===== src/rtl/i2cs_pkg.sv =====
// Package: shared constants and types of the I2C transfer sequencer.
// Assumes a 16-bit register port and a byte-wide PHY.
package i2cs_pkg;

    localparam int REG_W = 16;

    // Control bit positions
    localparam int CTL_EN  = 15;
    localparam int CTL_MST = 10;
    localparam int CTL_TRX = 9;
    localparam int CTL_XA  = 8;
    localparam int CTL_RM  = 2;
    localparam int CTL_STP = 1;
    localparam int CTL_STT = 0;
    localparam logic [REG_W-1:0] CTL_WMASK = 16'hCF07;

    // Register addresses
    localparam logic [2:0] RA_CTRL   = 3'd0;
    localparam logic [2:0] RA_COUNT  = 3'd1;
    localparam logic [2:0] RA_TARGET = 3'd2;
    localparam logic [2:0] RA_PRESC  = 3'd3;
    localparam logic [2:0] RA_SCLLO  = 3'd4;
    localparam logic [2:0] RA_SCLHI  = 3'd5;
    localparam logic [2:0] RA_STATUS = 3'd6;

    typedef enum logic [1:0] {
        CMD_START = 2'd0,
        CMD_WRITE = 2'd1,
        CMD_READ  = 2'd2,
        CMD_STOP  = 2'd3
    } phy_cmd_e;

    typedef enum logic [2:0] {
        S_IDLE,
        S_START,
        S_EVAL,
        S_SEND,
        S_RECV,
        S_STOP,
        S_WAIT
    } seq_state_e;

endpackage


===== src/rtl/i2cs_regs.sv =====
// Register set: control, programmed count, target, timing and status.
// The sequencer's clear and set pulses change control and status bits. A host
// write to control in the same cycle takes precedence over the sequencer's clears.
// Writing control with enable clear wipes every register (soft reset).
module i2cs_regs
    import i2cs_pkg::*;
#(
    parameter int CNT_W  = 16,
    parameter int ADDR_W = 10,
    parameter int TIM_W  = 8
) (
    input  logic              clk,
    input  logic              rst_n,
    input  logic              reg_wr,
    input  logic [2:0]        reg_addr,
    input  logic [REG_W-1:0]  reg_wdata,
    output logic [REG_W-1:0]  reg_rdata,
    input  logic [CNT_W-1:0]  cnt_cur,
    input  logic              busy,
    input  logic              clr_stt,
    input  logic              clr_stp,
    input  logic              clr_mst,
    input  logic              set_nack,
    input  logic              set_ardy,
    output logic              soft_rst,
    output logic              ctl_wr,
    output logic [REG_W-1:0]  ctl_q,
    output logic [CNT_W-1:0]  prog_cnt,
    output logic [ADDR_W-1:0] target,
    output logic [TIM_W-1:0]  presc,
    output logic [TIM_W-1:0]  scl_lo,
    output logic [TIM_W-1:0]  scl_hi
);

    logic nack_q;
    logic ardy_q;
    logic st_w1c;

    // Decode host writes that need special handling.
    always_comb begin
        ctl_wr   = reg_wr && (reg_addr == RA_CTRL);
        soft_rst = ctl_wr && !reg_wdata[CTL_EN];
        st_w1c   = reg_wr && (reg_addr == RA_STATUS);
    end

    // Store the configuration registers and apply the sequencer's bit updates.
    always_ff @(posedge clk) begin
        if (!rst_n || soft_rst) begin
            ctl_q    <= '0;
            prog_cnt <= '0;
            target   <= '0;
            presc    <= '0;
            scl_lo   <= '0;
            scl_hi   <= '0;
            nack_q   <= 1'b0;
            ardy_q   <= 1'b0;
        end else begin
            if (ctl_wr) begin
                ctl_q <= reg_wdata & CTL_WMASK;
            end else begin
                if (clr_stt) ctl_q[CTL_STT] <= 1'b0;
                if (clr_stp) ctl_q[CTL_STP] <= 1'b0;
                if (clr_mst) ctl_q[CTL_MST] <= 1'b0;
            end
            if (reg_wr && reg_addr == RA_COUNT)  prog_cnt <= reg_wdata[CNT_W-1:0];
            if (reg_wr && reg_addr == RA_TARGET) target   <= reg_wdata[ADDR_W-1:0];
            if (reg_wr && reg_addr == RA_PRESC)  presc    <= reg_wdata[TIM_W-1:0];
            if (reg_wr && reg_addr == RA_SCLLO)  scl_lo   <= reg_wdata[TIM_W-1:0];
            if (reg_wr && reg_addr == RA_SCLHI)  scl_hi   <= reg_wdata[TIM_W-1:0];
            nack_q <= set_nack || (nack_q && !(st_w1c && reg_wdata[0]));
            ardy_q <= set_ardy || (ardy_q && !(st_w1c && reg_wdata[1]));
        end
    end

    // Select the read data for the addressed register.
    always_comb begin
        case (reg_addr)
            RA_CTRL:   reg_rdata = ctl_q;
            RA_COUNT:  reg_rdata = REG_W'(cnt_cur);
            RA_TARGET: reg_rdata = REG_W'(target);
            RA_PRESC:  reg_rdata = REG_W'(presc);
            RA_SCLLO:  reg_rdata = REG_W'(scl_lo);
            RA_SCLHI:  reg_rdata = REG_W'(scl_hi);
            RA_STATUS: reg_rdata = {{(REG_W-3){1'b0}}, busy, ardy_q, nack_q};
            default:   reg_rdata = '0;
        endcase
    end

    // no bit outside the write mask ever becomes set in control
    p_ctl_mask_r1: assert property (@(posedge clk) disable iff (!rst_n)
        (ctl_q & ~CTL_WMASK) == '0);

    // a soft reset leaves every register and status bit at zero
    p_soft_reset_r2: assert property (@(posedge clk) disable iff (!rst_n)
        soft_rst |=> (ctl_q == '0) && (prog_cnt == '0) && (target == '0)
                     && !nack_q && !ardy_q);

endmodule


===== src/rtl/i2cs_count.sv =====
// Remaining-count register: reloads from the programmed count, or counts down.
// Assumes the sequencer never asks for a decrement at zero.
module i2cs_count #(
    parameter int CNT_W = 16
) (
    input  logic             clk,
    input  logic             rst_n,
    input  logic             soft_rst,
    input  logic             load,
    input  logic             dec,
    input  logic [CNT_W-1:0] prog_cnt,
    output logic [CNT_W-1:0] cnt_cur,
    output logic             cnt_zero
);

    // Hold the remaining count: reload has priority over decrement.
    always_ff @(posedge clk) begin
        if (!rst_n || soft_rst) begin
            cnt_cur <= '0;
        end else if (load) begin
            cnt_cur <= prog_cnt;
        end else if (dec) begin
            cnt_cur <= cnt_cur - 1'b1;
        end
    end

    // Flag the exhausted count for the sequencer.
    always_comb cnt_zero = (cnt_cur == '0);

    // the count never wraps below zero
    p_no_underflow_r5: assert property (@(posedge clk) disable iff (!rst_n)
        dec |-> (cnt_cur != '0));

    // a reload makes the remaining count equal to the programmed count
    p_reload_r6: assert property (@(posedge clk) disable iff (!rst_n)
        (load && !soft_rst) |=> (cnt_cur == $past(prog_cnt)));

endmodule


===== src/rtl/i2cs_fsm.sv =====
// Transfer sequencer FSM: issues one PHY command at a time and, between
// commands, decides in the EVAL state what to do next. This covers counted
// versus repeat mode, transmit versus receive, stop and access-ready.
// It assumes the PHY holds done for exactly one cycle per command, and that
// control is not rewritten while a command is outstanding.
module i2cs_fsm
    import i2cs_pkg::*;
#(
    parameter int BUF_DEPTH = 4,
    parameter int LVL_W     = 3
) (
    input  logic             clk,
    input  logic             rst_n,
    input  logic             soft_rst,
    input  logic             ctl_wr,
    input  logic             kick,
    input  logic             c_en,
    input  logic             c_mst,
    input  logic             c_xa,
    input  logic             c_trx,
    input  logic             c_rm,
    input  logic             c_stp,
    input  logic             c_stt,
    input  logic             cnt_zero,
    input  logic [LVL_W-1:0] tx_level,
    input  logic [LVL_W-1:0] rx_level,
    input  logic             phy_done,
    input  logic             phy_nack,
    output logic             phy_cmd_valid,
    output logic [1:0]       phy_cmd,
    output logic             phy_read,
    output logic             tx_pop,
    output logic             rx_push,
    output logic             cnt_load,
    output logic             cnt_dec,
    output logic             clr_stt,
    output logic             clr_stp,
    output logic             clr_mst,
    output logic             set_nack,
    output logic             set_ardy,
    output logic             busy
);

    localparam logic [LVL_W-1:0] FULL_LVL = LVL_W'(BUF_DEPTH);

    seq_state_e state_q, state_d;
    logic       busy_set, busy_clr;
    logic       tx_avail, rx_room, start_ok;

    // Summarise the buffer and start conditions.
    always_comb begin
        tx_avail = (tx_level != '0);
        rx_room  = (rx_level < FULL_LVL);
        start_ok = c_en && c_mst && !c_xa && c_stt;
    end

    // Drive the PHY request from the current state.
    always_comb begin
        phy_cmd_valid = 1'b0;
        phy_cmd       = CMD_START;
        phy_read      = 1'b0;
        case (state_q)
            S_START: begin phy_cmd_valid = 1'b1; phy_cmd = CMD_START; phy_read = !c_trx; end
            S_SEND:  begin phy_cmd_valid = 1'b1; phy_cmd = CMD_WRITE; end
            S_RECV:  begin phy_cmd_valid = 1'b1; phy_cmd = CMD_READ;  phy_read = 1'b1; end
            S_STOP:  begin phy_cmd_valid = 1'b1; phy_cmd = CMD_STOP;  end
            default: ;
        endcase
    end

    // Choose the next state and the side-effect pulses.
    always_comb begin
        state_d  = state_q;
        tx_pop   = 1'b0;
        rx_push  = 1'b0;
        cnt_load = 1'b0;
        cnt_dec  = 1'b0;
        clr_stt  = 1'b0;
        clr_stp  = 1'b0;
        clr_mst  = 1'b0;
        set_nack = 1'b0;
        set_ardy = 1'b0;
        busy_set = 1'b0;
        busy_clr = 1'b0;
        case (state_q)
            S_IDLE: begin
                if (start_ok) state_d = S_START;
            end
            S_START: begin
                if (phy_done) begin
                    clr_stt = 1'b1;
                    if (phy_nack) begin
                        set_nack = 1'b1;
                        clr_stp  = 1'b1;
                        state_d  = S_IDLE;
                    end else begin
                        busy_set = 1'b1;
                        cnt_load = 1'b1;
                        state_d  = S_EVAL;
                    end
                end
            end
            S_EVAL: begin
                if (c_rm) begin
                    if (c_stp)              state_d = S_STOP;
                    else if (c_trx)         state_d = tx_avail ? S_SEND : S_WAIT;
                    else                    state_d = rx_room ? S_RECV : S_WAIT;
                end else if (cnt_zero) begin
                    if (c_stp) begin
                        state_d = S_STOP;
                    end else begin
                        set_ardy = 1'b1;
                        clr_mst  = 1'b1;
                        state_d  = S_WAIT;
                    end
                end else if (c_trx) begin
                    state_d = tx_avail ? S_SEND : S_WAIT;
                end else begin
                    state_d = rx_room ? S_RECV : S_WAIT;
                end
            end
            S_SEND: begin
                if (phy_done) begin
                    tx_pop  = 1'b1;
                    cnt_dec = !c_rm;
                    if (phy_nack) begin
                        set_nack = 1'b1;
                        clr_stp  = 1'b1;
                        state_d  = S_WAIT;
                    end else begin
                        state_d  = S_EVAL;
                    end
                end
            end
            S_RECV: begin
                if (phy_done) begin
                    rx_push = 1'b1;
                    cnt_dec = !c_rm;
                    state_d = S_EVAL;
                end
            end
            S_STOP: begin
                if (phy_done) begin
                    clr_stp  = 1'b1;
                    cnt_load = 1'b1;
                    busy_clr = 1'b1;
                    state_d  = S_IDLE;
                end
            end
            S_WAIT: begin
                if (kick) state_d = S_EVAL;
            end
            default: state_d = S_IDLE;
        endcase
    end

    // Advance the state and track whether the bus is held.
    always_ff @(posedge clk) begin
        if (!rst_n || soft_rst) begin
            state_q <= S_IDLE;
            busy    <= 1'b0;
        end else begin
            state_q <= state_d;
            if (busy_set)      busy <= 1'b1;
            else if (busy_clr) busy <= 1'b0;
        end
    end

    // a pending command keeps its request and code until done
    p_cmd_held_r13: assert property (@(posedge clk) disable iff (!rst_n)
        (phy_cmd_valid && !phy_done && !soft_rst) |=> (phy_cmd_valid && $stable(phy_cmd)));

    // never pop an empty transmit buffer
    p_no_pop_empty_r5: assert property (@(posedge clk) disable iff (!rst_n)
        tx_pop |-> (tx_level != '0));

    // never push into a full receive buffer
    p_no_push_full_r8: assert property (@(posedge clk) disable iff (!rst_n)
        rx_push |-> (rx_level < FULL_LVL));

    // a NACK on a byte or address phase drops the stop request
    p_nack_drops_stop_r10: assert property (@(posedge clk) disable iff (!rst_n)
        (phy_cmd_valid && phy_done && phy_nack && phy_cmd != CMD_STOP && !ctl_wr && !soft_rst)
        |=> !c_stp);

    // waiting without a kick issues nothing
    p_wait_quiet_r11: assert property (@(posedge clk) disable iff (!rst_n)
        (state_q == S_WAIT && !kick) |=> !phy_cmd_valid);

    // a START only ever goes out in master mode with 7-bit addressing
    p_start_master_r12: assert property (@(posedge clk) disable iff (!rst_n)
        (phy_cmd_valid && phy_cmd == CMD_START) |-> (c_mst && !c_xa));

endmodule


===== src/rtl/i2c_xfer_seq.sv =====
// Top of the I2C master transfer sequencer: register set, remaining-count
// register and FSM. Payload bytes pass straight between the buffers and the PHY.
// Assumes external transmit/receive buffers that report their levels and a
// byte-level PHY with a single-cycle done pulse.
module i2c_xfer_seq
    import i2cs_pkg::*;
#(
    parameter int BUF_DEPTH = 4,
    parameter int CNT_W     = 16,
    parameter int ADDR_W    = 10,
    parameter int TIM_W     = 8,
    localparam int LVL_W    = $clog2(BUF_DEPTH + 1)
) (
    input  logic              clk,
    input  logic              rst_n,
    input  logic              reg_wr,
    input  logic [2:0]        reg_addr,
    input  logic [15:0]       reg_wdata,
    output logic [15:0]       reg_rdata,
    input  logic              data_kick,
    input  logic [LVL_W-1:0]  tx_level,
    input  logic [7:0]        tx_data,
    output logic              tx_pop,
    input  logic [LVL_W-1:0]  rx_level,
    output logic [7:0]        rx_data,
    output logic              rx_push,
    output logic              phy_cmd_valid,
    output logic [1:0]        phy_cmd,
    output logic [ADDR_W-1:0] phy_addr,
    output logic              phy_read,
    output logic [7:0]        phy_wdata,
    input  logic              phy_done,
    input  logic              phy_nack,
    input  logic [7:0]        phy_rdata,
    output logic [TIM_W-1:0]  cfg_prescale,
    output logic [TIM_W-1:0]  cfg_scl_low,
    output logic [TIM_W-1:0]  cfg_scl_high
);

    logic             soft_rst, ctl_wr, busy;
    logic             clr_stt, clr_stp, clr_mst, set_nack, set_ardy;
    logic             cnt_load, cnt_dec, cnt_zero;
    logic [15:0]      ctl_q;
    logic [CNT_W-1:0] prog_cnt, cnt_cur;

    i2cs_regs #(.CNT_W(CNT_W), .ADDR_W(ADDR_W), .TIM_W(TIM_W)) u_regs (
        .clk(clk), .rst_n(rst_n),
        .reg_wr(reg_wr), .reg_addr(reg_addr), .reg_wdata(reg_wdata), .reg_rdata(reg_rdata),
        .cnt_cur(cnt_cur), .busy(busy),
        .clr_stt(clr_stt), .clr_stp(clr_stp), .clr_mst(clr_mst),
        .set_nack(set_nack), .set_ardy(set_ardy),
        .soft_rst(soft_rst), .ctl_wr(ctl_wr), .ctl_q(ctl_q), .prog_cnt(prog_cnt),
        .target(phy_addr), .presc(cfg_prescale), .scl_lo(cfg_scl_low), .scl_hi(cfg_scl_high)
    );

    i2cs_count #(.CNT_W(CNT_W)) u_count (
        .clk(clk), .rst_n(rst_n), .soft_rst(soft_rst),
        .load(cnt_load), .dec(cnt_dec), .prog_cnt(prog_cnt),
        .cnt_cur(cnt_cur), .cnt_zero(cnt_zero)
    );

    i2cs_fsm #(.BUF_DEPTH(BUF_DEPTH), .LVL_W(LVL_W)) u_fsm (
        .clk(clk), .rst_n(rst_n), .soft_rst(soft_rst), .ctl_wr(ctl_wr), .kick(data_kick),
        .c_en(ctl_q[CTL_EN]), .c_mst(ctl_q[CTL_MST]), .c_xa(ctl_q[CTL_XA]),
        .c_trx(ctl_q[CTL_TRX]), .c_rm(ctl_q[CTL_RM]), .c_stp(ctl_q[CTL_STP]),
        .c_stt(ctl_q[CTL_STT]), .cnt_zero(cnt_zero),
        .tx_level(tx_level), .rx_level(rx_level),
        .phy_done(phy_done), .phy_nack(phy_nack),
        .phy_cmd_valid(phy_cmd_valid), .phy_cmd(phy_cmd), .phy_read(phy_read),
        .tx_pop(tx_pop), .rx_push(rx_push), .cnt_load(cnt_load), .cnt_dec(cnt_dec),
        .clr_stt(clr_stt), .clr_stp(clr_stp), .clr_mst(clr_mst),
        .set_nack(set_nack), .set_ardy(set_ardy), .busy(busy)
    );

    // Payload bytes pass between the buffers and the PHY without staging.
    always_comb begin
        phy_wdata = tx_data;
        rx_data   = phy_rdata;
    end

endmodule


===== config.mk =====
export PLATFORM = sky130hd
export DESIGN_NAME = i2c_xfer_seq
export DESIGN_NICKNAME = d
export VERILOG_FILES = /design/src/rtl/i2cs_pkg.sv /design/src/rtl/i2cs_regs.sv /design/src/rtl/i2cs_count.sv /design/src/rtl/i2cs_fsm.sv /design/src/rtl/i2c_xfer_seq.sv
export SDC_FILE = /design/constraint.sdc
export NUM_CORES = 1
export LEC_CHECK = 0
export ABC_AREA = 1
export BUFFER_PORTS_ARGS = -buffer_cell sky130_fd_sc_hd__buf_2
export CAP_MARGIN = 30
export CORE_MARGIN = 5
export CORE_UTILIZATION = 50
export DETAILED_ROUTE_END_ITERATION = 6
export PLACE_DENSITY = 0.77
export SLEW_MARGIN = 5
export SYNTH_ARGS = -nofsm -noshare
export SYNTH_HDL_FRONTEND = slang
export SYNTH_SLANG_ARGS = --single-unit

===== constraint.sdc =====
create_clock -name clk -period 2.1 [get_ports clk]
set_input_delay 0.42 -clock clk [delete_from_list [all_inputs] [get_ports clk]]
set_output_delay 0.42 -clock clk [all_outputs]
set_load 0.05 [all_outputs]

==> results.cfg <==
[clock_network]
postCtsSetupRepairBufs = 0
clockRootBuffer = clkbuf_8
clockBufferDepth = 2
cts_resized = 1
cts_tree = done
cts_hold_buf = 0
cts_sinks = 81
clock_latency_ns = 0.35
path_clk_slew_ns = 0.09
numCtsBuffers = 9
h-tree-depth = 3

[placement]
place_area_um2 = 4520
place.gp.congestion = 0.862
portBuffers = 84
dp_hpwl_mm = 8.45

[die]
io-pin-count = 119
rows = 33
die_height_um = 100
start_util_pct = 50.5
die_area_um2 = 10100
core_area_um2 = 8090
die_x_um = 100

[finish]
nets = 717
drive_gt1_share_pct = 20.9
finalInstanceArea_um2 = 4760
area_delta_synth_final_pct = 16.4
final_util_pct = 58.8
num_antenna_cells = 0

[power_and_ir_drop]
p_int_mw = 2.36
power_frac_comb_pct = 11.8
pwr-share-clk_pct = 39.6
seq_power_share_pct = 48.6
p_sw_mw = 0.914
pwr_density_cell_nw_per_um2 = 688
power.leakage_nw = 2.08
ir_drop_mv = 0.386
switching_share_pct = 27.9

[yosys]
syn-num-nets = 638
seq_area_frac_synth_pct = 39.7
syn_inst = 590
synth_top_area_share_pct = 39.7
syn_area_per_cell_um2 = 6.93
ys_types = 37
synth_seq_cells = 81
synth_top_area_cell = dfxtp_1
yosys_warnings = 0
synth_commonest_cells = nand2_1 (200), dfxtp_1 (81), a21oi_1 (68)
synth_most_common_cell = nand2_1
synth-edff-count = 0
syn_area_um2 = 4090
ys_top_cells_by_area = dfxtp_1 (40%), nand2_1 (18%), a21oi_1 (8.3%)
synth_flop_cell = dfxtp_1
async_flop_share_pct = 0

[worst_setup_path]
slowest_stage = buf_2
crit_fanout = 6
crit_type = input port to primary output
cp_common_cell = nand2_1
worstSetupEndpointType = primary output
startpoint_type = input port
startpoint = reg_addr[1]
r2r_start = u_count.cnt_cur[0]$_SDFFE_PP0P_
r2r_cells = 8
worstPathArrival_ns = 1.61
required_ns = 1.68
slowest_delay_ns = 0.26
worstPathCellList = buf_2 -> nor2_1 -> nand2_1 -> inv_1 -> nand2_1 -> nand2_1 -> a221oi_2 -> nand2_1 -> buf_2

[global_route]
grt_pass1_vias = 3893
grt_pass1_wl_mm = 18.3
grt_antenna_before_repair = 0
met1_usage_pct = 29.6
grt-ovfl-total = 0
grt_max_degree = 51
use_met2_pct = 36.6
met3_usage_pct = 5.42
grtUsageTotal_pct = 22.5
busiest_layer = met2

[timing]
drv_slew = 0
max-slew-margin-rel_pct = 71.3
fin_crit_ns = 2.03
rsz0062_at_grt = true
setup_viol = 0
finalSetupTns_ns = 0
finalCritPeriodShare_pct = 96.8
fin_worst_skew_ns = 0.00533
hold_viol_final = 0
worstMarginPinSlew_ns = 0.427
whs_ns = 0.312
fmax_mhz = 492

[detailed_routing]
drt_pass1_iterations = 5
vias_per_cell = 5.38
drtAntennaViolNets = 0
drt-initial-drc-count = 211
drc = 0
wl_per_cell_um = 14.6
routed_wl_mm = 11.4
vias = 4193

[status]
outcome = finished, final reports clean

[min_path]
hold_depth = 3
hp-class = input port to flop
min_from = reg_wdata[12]

[run]
maxCapViolations = 0
## flip-flops by register name, indices dropped and copies added (netlist names)
signal / flops
u_fsm.busy: 1
u_regs.prog_cnt: 16
u_regs.target: 10
u_fsm.state_q: 3
u_regs.nack_q: 1
u_regs.ardy_q: 1
u_regs.scl_lo: 8
u_count.cnt_cur: 16
u_regs.scl_hi: 8
u_regs.ctl_q: 9
u_regs.presc: 8
## per-layer routing
| layer | up-vias | part of all wire [%] |
|---|---|---|
| met2 | 172 | 46 |
| met4 | 0 | 1.6 |
| li1 | 2062 | - |
| met1 | 1939 | 44 |
| met3 | 20 | 8.6 |
| met5 | - | 0 |
## cells in the final DEF, fill, tap and decap left out, types with 2 or more instances in the layout
cell type  count
nand2_1      200
dfxtp_1       81
buf_2         80
a21oi_1       68
inv_1         47
nor2_1        42
nand3_1       27
buf_4         15
o21ai_0       11
a31oi_1        9
clkbuf_8       9
a221oi_1       8
xor2_1         8
inv_2          7
nor3_1         6
nand2_2        5
o21ai_1        5
o221ai_1       4
nor2_4         4
clkbuf_4       4
nor2_2         3
o211ai_1       3
clkinv_2       2
nand4_1        2
nand3b_1       2
nand2_4        2
bufinv_16      2
inv_6          2
## through the flow
step                power [mW]  instances  worst slack [ns]
finish                    3.27        779            0.0671
floorplan                 1.97        590            -0.279
detailed placement        2.01        763          -0.00592
global route              3.39        779           -0.0265
CTS                       3.29        779            0.0683
global placement          2.00        763           0.00913
## worst max-delay path: cells and delay by family
| family | cells | cell delay, ns |
|---|---|---|
| buf+inv | 3 | 0.60 |
| simple gates | 5 | 0.56 |
| compound gates | 1 | 0.04 |
## kinds of logic after synthesis
group,synth area share [%]
adders and majority gates,0.306
buffers and inverters,11.8
and+or+nand+nor,30.0
xor gates and xnor gates,1.71
DFF,39.7
AOI/OAI and AO/OA,16.6
## power by group through the flow
stage	registers, mW	clock network (mW)	logic (mW)
final	1.59	1.30	0.385
after global placement	1.63	0	0.375
after CTS	1.59	1.32	0.384
after global routing	1.60	1.38	0.419
after detailed placement	1.63	0	0.383
after floorplan	1.67	0	0.302
## path summary, 6_finish.rpt
kind	endpoint	slack (ns)
min reg2reg	u_regs.prog_cnt[9]$_SDFFE_PP0P_	0.47
max	reg_rdata[0]	0.07
min	u_regs.prog_cnt[12]$_SDFFE_PP0P_	0.31
max reg2reg	u_regs.ctl_q[10]$_SDFFE_PP0P_	0.37
## cell type report
cell class | count | area (um2)
Clock inverter | 7 | 101
Tap cell | 105 | 131
Fill cell | 759 | 3330
Sequential cell | 81 | 1620
Multi-Input combinational cell | 420 | 2000
Clock buffer | 9 | 124
Timing Repair Buffer | 100 | 563
Inverter | 57 | 218
Power figures use the tool's default switching activity.
